--- src/rtl/blk_seq_pkg.sv ---
package blk_seq_pkg;
  typedef enum logic [1:0] {
    OP_COPY = 2'd0,
    OP_CMP  = 2'd1,
    OP_IN   = 2'd2,
    OP_OUT  = 2'd3
  } blkOp_t;

  typedef enum logic [2:0] {
    ST_IDLE, ST_READ, ST_XFER, ST_STEP, ST_TEST
  } seqState_t;

  typedef struct packed {
    logic load;
    logic readPh;
    logic xferPh;
    logic stepPh;
  } seqStrobe_t;
endpackage

--- src/rtl/blk_seq_ctrl.sv ---
module blk_seq_ctrl
  import blk_seq_pkg::*;
(
  input  logic       clk,
  input  logic       rstN,
  input  logic       start,
  input  logic       lastElem,
  output seqStrobe_t stb,
  output logic       busy,
  output logic       done
);
  seqState_t state, stateNext;

  always_comb begin
    stateNext = state;
    unique case (state)
      ST_IDLE: if (start) stateNext = ST_READ;
      ST_READ: stateNext = ST_XFER;
      ST_XFER: stateNext = ST_STEP;
      ST_STEP: stateNext = ST_TEST;
      ST_TEST: stateNext = lastElem ? ST_IDLE : ST_READ;
      default: stateNext = ST_IDLE;
    endcase
  end

  always_ff @(posedge clk or negedge rstN) begin
    if (!rstN) state <= ST_IDLE;
    else       state <= stateNext;
  end

  always_comb begin
    stb.load   = (state == ST_IDLE) && start;
    stb.readPh = (state == ST_READ);
    stb.xferPh = (state == ST_XFER);
    stb.stepPh = (state == ST_STEP);
  end

  assign busy = (state != ST_IDLE);
  assign done = (state == ST_TEST) && lastElem;

  // fixed phase order inside one element
  assert_read_then_xfer_R2: assert property (@(posedge clk) disable iff (!rstN)
    state == ST_READ |=> state == ST_XFER);
  assert_xfer_then_step_R2: assert property (@(posedge clk) disable iff (!rstN)
    state == ST_XFER |=> state == ST_STEP);
  assert_step_then_test_R2: assert property (@(posedge clk) disable iff (!rstN)
    state == ST_STEP |=> state == ST_TEST);
  assert_done_single_R2: assert property (@(posedge clk) disable iff (!rstN)
    done |=> !done);
endmodule

--- src/rtl/blk_seq_dp.sv ---
module blk_seq_dp
  import blk_seq_pkg::*;
#(
  parameter int ADDR_W = 16,
  parameter int DATA_W = 8,
  parameter int CNT_W  = 16
) (
  input  logic              clk,
  input  logic              rstN,
  input  seqStrobe_t        stb,
  input  logic [1:0]        opSel,
  input  logic              dirDown,
  input  logic              repeatEn,
  input  logic [ADDR_W-1:0] srcIn,
  input  logic [ADDR_W-1:0] dstIn,
  input  logic [CNT_W-1:0]  cntIn,
  input  logic [DATA_W-1:0] accIn,
  output logic [ADDR_W-1:0] memAddr,
  output logic              memRd,
  output logic              memWr,
  output logic [DATA_W-1:0] memWData,
  input  logic [DATA_W-1:0] memRData,
  output logic [CNT_W-1:0]  ioAddr,
  output logic              ioRd,
  output logic              ioWr,
  output logic [DATA_W-1:0] ioWData,
  input  logic [DATA_W-1:0] ioRData,
  output logic [ADDR_W-1:0] srcOut,
  output logic [ADDR_W-1:0] dstOut,
  output logic [CNT_W-1:0]  cntOut,
  output logic              flagPV,
  output logic              flagZ,
  output logic              lastElem
);
  localparam int HI_W = CNT_W / 2;
  localparam int LO_W = CNT_W - HI_W;

  blkOp_t            opReg;
  logic              downReg, repReg, matchReg, pvReg, zReg;
  logic [ADDR_W-1:0] srcReg, dstReg, srcStep, dstStep;
  logic [CNT_W-1:0]  cntReg, cntDec;
  logic [DATA_W-1:0] accReg;
  logic [HI_W-1:0]   hiDec;
  logic              isIo, isCopy, isCmp;

  assign isIo   = (opReg == OP_IN) || (opReg == OP_OUT);
  assign isCopy = (opReg == OP_COPY);
  assign isCmp  = (opReg == OP_CMP);

  assign srcStep = downReg ? srcReg - ADDR_W'(1) : srcReg + ADDR_W'(1);
  assign dstStep = downReg ? dstReg - ADDR_W'(1) : dstReg + ADDR_W'(1);
  assign hiDec   = cntReg[CNT_W-1:LO_W] - HI_W'(1);
  assign cntDec  = isIo ? {hiDec, cntReg[LO_W-1:0]} : cntReg - CNT_W'(1);

  always_ff @(posedge clk or negedge rstN) begin
    if (!rstN) begin
      opReg    <= OP_COPY;
      downReg  <= 1'b0;
      repReg   <= 1'b0;
      srcReg   <= '0;
      dstReg   <= '0;
      cntReg   <= '0;
      accReg   <= '0;
      matchReg <= 1'b0;
      pvReg    <= 1'b0;
      zReg     <= 1'b0;
    end else if (stb.load) begin
      opReg    <= blkOp_t'(opSel);
      downReg  <= dirDown;
      repReg   <= repeatEn;
      srcReg   <= srcIn;
      dstReg   <= dstIn;
      cntReg   <= cntIn;
      accReg   <= accIn;
      matchReg <= 1'b0;
    end else if (stb.xferPh) begin
      matchReg <= isCmp && (memRData == accReg);
    end else if (stb.stepPh) begin
      srcReg <= srcStep;
      if (isCopy) dstReg <= dstStep;
      cntReg <= cntDec;
      pvReg  <= !isIo && (cntReg != CNT_W'(1));
      zReg   <= isCmp ? matchReg : (isIo && (hiDec == '0));
    end
  end

  // evaluated in the test phase, after the count update
  assign lastElem = !repReg
                 || (isIo ? (cntReg[CNT_W-1:LO_W] == '0) : (cntReg == '0))
                 || (isCmp && matchReg);

  assign memAddr  = (stb.xferPh && isCopy) ? dstReg : srcReg;
  assign memRd    = stb.readPh && (opReg != OP_IN);
  assign ioRd     = stb.readPh && (opReg == OP_IN);
  assign memWr    = stb.xferPh && (isCopy || (opReg == OP_IN));
  assign memWData = isCopy ? memRData : ioRData;
  assign ioWr     = stb.xferPh && (opReg == OP_OUT);
  assign ioWData  = memRData;
  assign ioAddr   = cntReg;

  assign srcOut = srcReg;
  assign dstOut = dstReg;
  assign cntOut = cntReg;
  assign flagPV = pvReg;
  assign flagZ  = zReg;

  // port loops leave the low count byte alone
  assert_lo_kept_R6: assert property (@(posedge clk) disable iff (!rstN)
    stb.stepPh && isIo |=> cntReg[LO_W-1:0] == $past(cntReg[LO_W-1:0]));
  // only copy moves the destination pointer
  assert_dst_kept_R5: assert property (@(posedge clk) disable iff (!rstN)
    stb.stepPh && !isCopy |=> dstReg == $past(dstReg));
  // search never writes memory
  assert_cmp_no_write_R5: assert property (@(posedge clk) disable iff (!rstN)
    isCmp |-> !memWr);
  // source pointer moves by exactly one per element
  assert_src_step_R3: assert property (@(posedge clk) disable iff (!rstN)
    stb.stepPh |=> (srcReg - $past(srcReg) == ADDR_W'(1))
                 || ($past(srcReg) - srcReg == ADDR_W'(1)));
endmodule

--- src/rtl/blk_seq.sv ---
module blk_seq
  import blk_seq_pkg::*;
#(
  parameter int ADDR_W = 16,
  parameter int DATA_W = 8,
  parameter int CNT_W  = 16
) (
  input  logic              clk,
  input  logic              rstN,
  input  logic              start,
  input  logic [1:0]        opSel,
  input  logic              dirDown,
  input  logic              repeatEn,
  input  logic [ADDR_W-1:0] srcIn,
  input  logic [ADDR_W-1:0] dstIn,
  input  logic [CNT_W-1:0]  cntIn,
  input  logic [DATA_W-1:0] accIn,
  output logic [ADDR_W-1:0] memAddr,
  output logic              memRd,
  output logic              memWr,
  output logic [DATA_W-1:0] memWData,
  input  logic [DATA_W-1:0] memRData,
  output logic [CNT_W-1:0]  ioAddr,
  output logic              ioRd,
  output logic              ioWr,
  output logic [DATA_W-1:0] ioWData,
  input  logic [DATA_W-1:0] ioRData,
  output logic [ADDR_W-1:0] srcOut,
  output logic [ADDR_W-1:0] dstOut,
  output logic [CNT_W-1:0]  cntOut,
  output logic              flagPV,
  output logic              flagZ,
  output logic              busy,
  output logic              done
);
  seqStrobe_t stb;
  logic       lastElem;

  blk_seq_ctrl u_ctrl (
    .clk(clk), .rstN(rstN), .start(start), .lastElem(lastElem),
    .stb(stb), .busy(busy), .done(done)
  );

  blk_seq_dp #(.ADDR_W(ADDR_W), .DATA_W(DATA_W), .CNT_W(CNT_W)) u_dp (
    .clk(clk), .rstN(rstN), .stb(stb), .opSel(opSel), .dirDown(dirDown),
    .repeatEn(repeatEn), .srcIn(srcIn), .dstIn(dstIn), .cntIn(cntIn),
    .accIn(accIn), .memAddr(memAddr), .memRd(memRd), .memWr(memWr),
    .memWData(memWData), .memRData(memRData), .ioAddr(ioAddr), .ioRd(ioRd),
    .ioWr(ioWr), .ioWData(ioWData), .ioRData(ioRData), .srcOut(srcOut),
    .dstOut(dstOut), .cntOut(cntOut), .flagPV(flagPV), .flagZ(flagZ),
    .lastElem(lastElem)
  );

  // a single bus strobe per cycle
  assert_one_strobe_R11: assert property (@(posedge clk) disable iff (!rstN)
    $onehot0({memRd, memWr, ioRd, ioWr}));
  // buses quiet while idle
  assert_idle_quiet_R11: assert property (@(posedge clk) disable iff (!rstN)
    !busy |-> !(memRd || memWr || ioRd || ioWr));
endmodule

--- config.mk ---
export PLATFORM = sky130hd
export DESIGN_NAME = blk_seq
export DESIGN_NICKNAME = d
export VERILOG_FILES = /design/src/rtl/blk_seq_pkg.sv /design/src/rtl/blk_seq_ctrl.sv /design/src/rtl/blk_seq_dp.sv /design/src/rtl/blk_seq.sv
export SDC_FILE = /design/constraint.sdc
export NUM_CORES = 1
export LEC_CHECK = 0
export CORE_MARGIN = 2
export CORE_UTILIZATION = 45
export DETAILED_ROUTE_END_ITERATION = 10
export GPL_TIMING_DRIVEN = 1
export PLACE_DENSITY = 0.8
export RECOVER_POWER = 100
export SETUP_SLACK_MARGIN = 0.05
export SYNTH_ARGS = -nofsm -noshare
export SYNTH_HDL_FRONTEND = slang
export SYNTH_SLANG_ARGS = --single-unit
--- constraint.sdc ---
create_clock -name clk -period 4.2 [get_ports clk]
set_input_delay 0.63 -clock clk [delete_from_list [all_inputs] [get_ports clk]]
set_output_delay 0.63 -clock clk [all_outputs]
set_load 0.03 [all_outputs]
==> flow_metrics.py, run 1 <==
metrics = {
    "synth": {
        "syn-mean-instance-area_sq_um": 8.18,
        "syn-cell-area_sq_um": 5280,
        "nets_in_the_synthesized_netlist": 759,
        "synth-async-reset-ratio_pct": 100,
        "synth.yosys.seq_area_share_pct": 31.3,
        "synthCells": 646,
        "yosys_warnings": 0,
        "synth_flop_cell": "sky130_fd_sc_hd__dfrtp_1",
        "synth_cell_type_count": 55,
        "postSynthRegisterBits": 66,
        "synth_enable_flop_cells": 0,
    },
    "floorplan": {
        "core_area_sq_um": 11400,
        "floorplan.die.height_um": 112,
        "io-pin-count": 183,
        "initial_utilization_pct": 46.3,
        "die-width_um": 112,
        "std_cell_rows": 39,
        "die-area_sq_um": 12600,
    },
    "final_layout": {
        "design_area_sq_um": 7260,
        "diodes": 0,
        "layout.cells.non_filler": 940,
        "final_layout_size_suffix_gt1_share_pct": 6.27,
        "finish.net_count": 906,
        "finish.utilization_pct": 63.6,
        "area_growth_syn_to_layout_pct": 37.5,
    },
    "pwr": {
        "net_switching_power_w": 0.00367,
        "powerDensity_nw_per_um2": 985,
        "power.total_w": 0.00716,
        "pwr-share-seq_pct": 19.6,
        "combPwrFrac_pct": 69.3,
        "p_sw_share_pct": 51.3,
        "leakage_dissipation_nw": 3.14,
        "cellInternalPower_w": 0.00348,
        "ir_worst_vdd_mv": 0.648,
        "power_frac_clock_pct": 11.1,
    },
    "critical_path": {
        "setup.reg_to_reg.worst_slack_ps": 860,
        "timing.critical_path.fanout_max": 5,
        "category_of_the_worst_setup_path_capture_point": "output pin",
        "crit_top_cell": "sky130_fd_sc_hd__a21o_1",
        "crit_arrival_ps": 3030,
        "cp-start-kind": "register",
        "timing.critical_path.cells": "or4_4, nor3_1, a21o_1, a21o_1, and3_1, dlygate4sd3_1",
        "critPathBufInv": 1,
        "cp.required_ps": 3570,
        "path_delay_family": "simple AND/OR/NAND/NOR gates",
        "slowest_delay_ps": 740,
        "worst-setup-path-type": "reg2out",
        "cell_with_the_biggest_individual_delay_on_the_critical_path": "sky130_fd_sc_hd__dlygate4sd3_1",
    },
    "run_status": {
        "outcome": "finished with violations",
        "failed_checks": "capacitance limit, slew limit",
    },
    "timing": {
        "timing.fmax_mhz": 273,
        "setup_viol_count_final": 0,
        "max_slew_violations": 85,
        "hold_violations": 0,
        "worst_slew_margin_relative_to_its_limit_pct": -33.4,
        "timing_worst_slew_pin_value_ps": 2000,
        "grt_setup_unrepaired": "false",
        "finalCriticalPeriod_ps": 3660,
        "finClkSkew_ps": 7.50,
        "fin_tns_setup_ps": 0,
        "share_of_the_cycle_needed_by_the_critical_path_after_routing_pct": 87.2,
    },
    "placement": {
        "dpl.hpwl_um": 11900,
        "dpl_cell_area_sq_um": 7000,
        "portBuffers": 182,
        "post-place-cells": 925,
        "place_congestion": 0.924,
    },
    "cts": {
        "ctsHoldBuffers": 0,
        "htreeDepth": 3,
        "clk_pin_slew_worst_paths_ps": 60,
        "post_cts_buffers": 0,
        "cts_tree": "built",
        "tritoncts.num_buffers": 9,
        "clock-sinks": 66,
        "worst_skew_pair.late_latency_ps": 330,
        "ctsLongestPathBuffers": 2,
        "cts.root.buffer_cell": "sky130_fd_sc_hd__clkbuf_16",
        "postCtsResizedCells": 0,
    },
    "grt": {
        "number_of_global_route_vias_before_repair": 5470,
        "number_of_antenna_violations_at_the_first_check_in_global_routing": 0,
        "globalRouteTotalUtil_pct": 25.6,
        "grt_start_max_net_pins": 51,
        "globalRouteOverflowTotal": 0,
        "global_route_wire_length_before_repair_um": 26400,
    },
    "flow_run": {
        "max-cap-violations": 2,
    },
    "detailed_routing": {
        "first_pass_iters": 5,
        "ant_nets": 0,
        "wirelength_um": 15900,
        "avgRoutedWirePerCell_um": 16.9,
        "drtIter0Drc": 331,
        "drc": 0,
        "route.detailed.vias_per_inst": 5.72,
        "via_count": 5377,
    },
    "hold_path": {
        "hold_class": "reg2reg",
    },
}
[registers in the layout (all words and copies together), names as in the netlist]
signal	count
u_dp.downReg	1
u_dp.dstOut	16
u_ctrl.state	3
u_dp.srcOut	16
u_dp.opReg	2
u_dp.accReg	8
u_dp.matchReg	1
u_dp.repReg	1
u_dp.cntOut	16
u_dp.flagPV	1
u_dp.flagZ	1
[cells by family after synthesis]
family	after synthesis	synth area share (%)
AOI/OAI and AO/OA	173	20.0
xor gates and xnor gates	41	6.80
adders and majority gates	34	8.34
buffers and inverters	72	7.70
DFF	66	31.3
muxes	25	5.31
and+or+nand+nor	235	20.6
[power groups by stage]
stage	clock network (W)	logic (W)	registers, W
after floorplan	0	0.00323	0.00175
after global placement	0	0.00496	0.00140
after detailed placement	0	0.00509	0.00143
after CTS	0.000800	0.00515	0.00142
after global routing	0.000828	0.00541	0.00146
final	0.000792	0.00496	0.00140
[area by class of cell]
class / instances / area [sq um]
multi-input cells: 508 / 3200
well taps: 143 / 179
flip-flops and latches: 66 / 1650
clock buffers: 12 / 236
repair buffers: 190 / 1860
inverters: 18 / 67.6
clock inverters: 3 / 65.1
fillers: 974 / 4160
[stage by stage]
step | worst slack, ps | hold WS (ps)
after floorplan | 1280 | 334
after global placement | 1210 | 474
after detailed placement | 1170 | 486
after CTS | 807 | 419
after global routing | 395 | 518
final | 538 | 495
[cell usage in the layout, fill, tap and decap left out, types with 16 or more instances in the layout]
master,Yosys,routed
sky130_fd_sc_hd__ha_1,32,32
sky130_fd_sc_hd__nand3_1,16,16
sky130_fd_sc_hd__inv_1,18,18
sky130_fd_sc_hd__dlygate4sd3_1,0,105
sky130_fd_sc_hd__clkdlybuf4s50_1,0,76
sky130_fd_sc_hd__nor3_1,16,17
sky130_fd_sc_hd__xnor2_1,26,26
sky130_fd_sc_hd__mux2_2,24,24
sky130_fd_sc_hd__dfrtp_1,66,66
sky130_fd_sc_hd__nand2_1,107,107
sky130_fd_sc_hd__nor2_1,48,48
sky130_fd_sc_hd__a21oi_1,59,59
sky130_fd_sc_hd__o21ai_0,40,40
[worst min-delay path: stages (launching register included)]
cell,delay [ps]
sky130_fd_sc_hd__dfrtp_1,350
sky130_fd_sc_hd__nand2_1,50
sky130_fd_sc_hd__nand2_1,60
[worst paths after layout]
| kind | endpoint | cells after the start | from |
|---|---|---|---|
| max | done | 6 | u_dp.cntOut[4]$_DFFE_PN0P_ |
| min | u_dp.repReg$_DFFE_PN0P_ | 2 | u_dp.repReg$_DFFE_PN0P_ |
| max reg2reg | u_dp.dstOut[14]$_DFFE_PN0P_ | 9 | u_ctrl.state[2]$_DFFE_PN0P_ |
| min reg2reg | u_dp.repReg$_DFFE_PN0P_ | 2 | u_dp.repReg$_DFFE_PN0P_ |
| max in group asynchronous | u_dp.opReg[0]$_DFFE_PN0P_ | 2 | rstN |
| min in group asynchronous | u_dp.accReg[3]$_DFFE_PN0P_ | 1 | rstN |
[routing by layer]
metal	track usage, %	vias to the layer above	part of all wire, %
met2	44.3	205	50
met5	0	-	0
li1	-	2580	-
met3	2.86	32	5.4
met1	32.6	2560	42
met4	10.3	0	2.4
[Yosys cell counts (11+ instances only)]
cell                       number  area share (%)
sky130_fd_sc_hd__and3_1        11             1.3
sky130_fd_sc_hd__a31oi_1       13             1.5
sky130_fd_sc_hd__buf_4         24             3.4
sky130_fd_sc_hd__xnor2_1       26             4.3
sky130_fd_sc_hd__nand3_1       16             1.5
sky130_fd_sc_hd__a21o_1        12             1.7
sky130_fd_sc_hd__nand2_1      107             7.6
sky130_fd_sc_hd__mux2_2        24             5.1
sky130_fd_sc_hd__clkbuf_1      21             1.5
sky130_fd_sc_hd__a21oi_1       59             5.6
sky130_fd_sc_hd__nor2_1        48             3.4
sky130_fd_sc_hd__dfrtp_1       66              31
sky130_fd_sc_hd__o21ai_0       40             3.8
sky130_fd_sc_hd__nor3_1        16             1.5
sky130_fd_sc_hd__xor2_1        15             2.5
sky130_fd_sc_hd__inv_1         18             1.3
sky130_fd_sc_hd__ha_1          32             7.6
Note: power is estimated with default switching activity, not from simulation.
==> run 2: changes to the inputs <==
Settings changed: SKIP_LAST_GASP set to 1, SLEW_MARGIN set to 30.
Clock period 4.2 ns to 3.75 ns, I/O delays scaled along.
==> run 2 against run 1 <==
Compared with the run above:
- non-clock buffer count is 1 higher
- critical path type unchanged
- sequential share of layout area is 0.15 points lower
- critical endpoint unchanged
- via count is 1.5% lower
- utilization is 0.42 points higher
- the run still ends with capacitance limit, slew limit left
==> flow_metrics.py, run 2 (synthesized netlist as in run 1, its figures left out) <==
metrics = {
    "floorplan": {
        "floorplan.die.height_um": 112,
        "io-pin-count": 183,
        "initial_utilization_pct": 46.3,
        "die-area_sq_um": 12600,
        "die-width_um": 112,
        "core_area_sq_um": 11400,
        "std_cell_rows": 39,
    },
    "critical_path": {
        "worst-setup-path-type": "reg2out",
        "setup.reg_to_reg.worst_slack_ps": 560,
        "cp-start-kind": "register",
        "cp.required_ps": 3190,
        "setup.worst_path.start": "u_dp.cntOut[10]$_DFFE_PN0P_",
        "reg2reg_from": "u_ctrl.state[2]$_DFFE_PN0P_",
        "timing.critical_path.fanout_max": 9,
        "ff2ff_path_depth": 8,
        "category_of_the_worst_setup_path_capture_point": "output pin",
        "timing.rr.end": "u_dp.dstOut[14]$_DFFE_PN0P_",
        "crit_arrival_ps": 2850,
    },
    "hold_path": {
        "holdPathEnd": "u_dp.accReg[5]$_DFFE_PN0P_",
        "whs_path_depth": 2,
        "timing.hold.worst.start": "u_dp.accReg[5]$_DFFE_PN0P_",
        "hold_class": "reg2reg",
    },
    "pwr": {
        "powerDensity_nw_per_um2": 1100,
        "net_switching_power_w": 0.00409,
        "pwr-share-seq_pct": 19.7,
        "combPwrFrac_pct": 69.1,
        "p_sw_share_pct": 51.1,
        "cellInternalPower_w": 0.00392,
        "ir_worst_vdd_mv": 0.695,
        "power_frac_clock_pct": 11.2,
        "leakage_dissipation_nw": 3.16,
    },
    "placement": {
        "portBuffers": 182,
        "place_congestion": 0.843,
        "dpl.hpwl_um": 11700,
    },
    "cts": {
        "clk_pin_slew_worst_paths_ps": 60,
        "worst_skew_pair.late_latency_ps": 330,
        "htreeDepth": 3,
        "cts.root.buffer_cell": "sky130_fd_sc_hd__clkbuf_16",
        "cts_tree": "built",
        "ctsHoldBuffers": 0,
        "post_cts_buffers": 0,
        "clock-sinks": 66,
        "ctsLongestPathBuffers": 2,
        "tritoncts.num_buffers": 9,
        "postCtsResizedCells": 0,
    },
    "final_layout": {
        "finish.utilization_pct": 64.0,
        "diodes": 0,
        "area_growth_syn_to_layout_pct": 38.4,
        "final_layout_size_suffix_gt1_share_pct": 7.13,
        "finish.net_count": 907,
        "layout.cells.most_common_list": "106 x sky130_fd_sc_hd__nand2_1, 104 x sky130_fd_sc_hd__dlygate4sd3_1, 77 x sky130_fd_sc_hd__clkdlybuf4s50_1",
        "final_common_cell": "sky130_fd_sc_hd__nand2_1",
        "num-fill-cells": 971,
    },
    "timing": {
        "setup_viol_count_final": 0,
        "hold_violations": 0,
        "finClkSkew_ps": 7.67,
        "share_of_the_cycle_needed_by_the_critical_path_after_routing_pct": 91.1,
        "worst_slew_margin_relative_to_its_limit_pct": -0.537,
        "finalCriticalPeriod_ps": 3420,
        "max_slew_violations": 28,
        "fin_tns_setup_ps": 0,
        "grt_setup_unrepaired": "false",
        "timing_worst_slew_pin_value_ps": 1510,
        "timing.fmax_mhz": 293,
    },
    "grt": {
        "globalRouteTotalUtil_pct": 24.6,
        "grt_start_max_net_pins": 43,
        "number_of_antenna_violations_at_the_first_check_in_global_routing": 0,
        "global_route_wire_length_before_repair_um": 25300,
        "globalRouteOverflowTotal": 0,
        "number_of_global_route_vias_before_repair": 5162,
    },
    "detailed_routing": {
        "wirelength_um": 15500,
        "via_count": 5296,
        "route.detailed.vias_per_inst": 5.62,
        "drc": 0,
        "first_pass_iters": 6,
        "ant_nets": 0,
        "drtIter0Drc": 306,
        "avgRoutedWirePerCell_um": 16.5,
    },
    "run_status": {
        "outcome": "finished with violations",
        "failed_checks": "capacitance limit, slew limit",
    },
    "flow_run": {
        "max-cap-violations": 1,
    },
}
-- run 2: layout make-up --
class	count	area [sq um]	share of cell area, %
multi-input cells	508	3220	44.0
repair buffers	191	1880	25.7
flip-flops and latches	66	1650	22.6
clock buffers	15	288	3.94
well taps	143	179	2.45
inverters	18	67.6	0.924
clock inverters	1	30.0	0.411
-- run 2: stage by stage --
step / instances / hold WS, ps / setup slack [ps] / cell area [sq um] / total power [W]
detailed placement: 926 / 487 / 706 / 7010 / 0.00728
CTS: 942 / 268 / 424 / 7330 / 0.00822
global route: 942 / 532 / 142 / 7310 / 0.00863
floorplan: 646 / 267 / 833 / 5280 / 0.00557
finish: 942 / 493 / 333 / 7310 / 0.00801
global placement: 926 / 478 / 827 / 7010 / 0.00712
-- run 2: critical path: stages (launching register included) --
cell	delay (ps)
sky130_fd_sc_hd__dfrtp_1	470
sky130_fd_sc_hd__nor3_1	370
sky130_fd_sc_hd__nand2_1	160
sky130_fd_sc_hd__nor4_1	410
sky130_fd_sc_hd__a21o_1	200
sky130_fd_sc_hd__and3_1	180
sky130_fd_sc_hd__dlygate4sd3_1	740
-- run 2: worst max path at each step --
stage,slack [ps],cells after the start,endpoint
2_1_floorplan,830,8,u_dp.srcOut[15]$_DFFE_PN0P_
3_3_place_gp,830,6,done
3_5_place_dp,710,9,u_dp.srcOut[15]$_DFFE_PN0P_
4_1_cts,420,6,done
5_1_grt,140,6,done
6_report,330,6,done
-- run 2: power groups by stage --
stage | clock network (W) | registers (W) | logic [W]
finish | 0.000894 | 0.00158 | 0.00554
global route | 0.000938 | 0.00165 | 0.00604
CTS | 0.000901 | 0.00159 | 0.00572
detailed placement | 0 | 0.00160 | 0.00568
global placement | 0 | 0.00158 | 0.00554
floorplan | 0 | 0.00196 | 0.00362
-- run 2: layer usage --
layer / up-vias / GRT usage [%] / wire length (um)
met1: 2493 / 32.7 / 6840
li1: 2570 / - / -
met3: 37 / 3.24 / 674
met5: - / 0 / 0
met2: 196 / 40.7 / 7530
met4: 0 / 9.76 / 463
==> run 3: changes to the inputs <==
Settings changed: CTS_CLUSTER_DIAMETER set to 30.
==> results of run 3 <==
The final DEF is identical to that of run 2; final timing and power are the same.
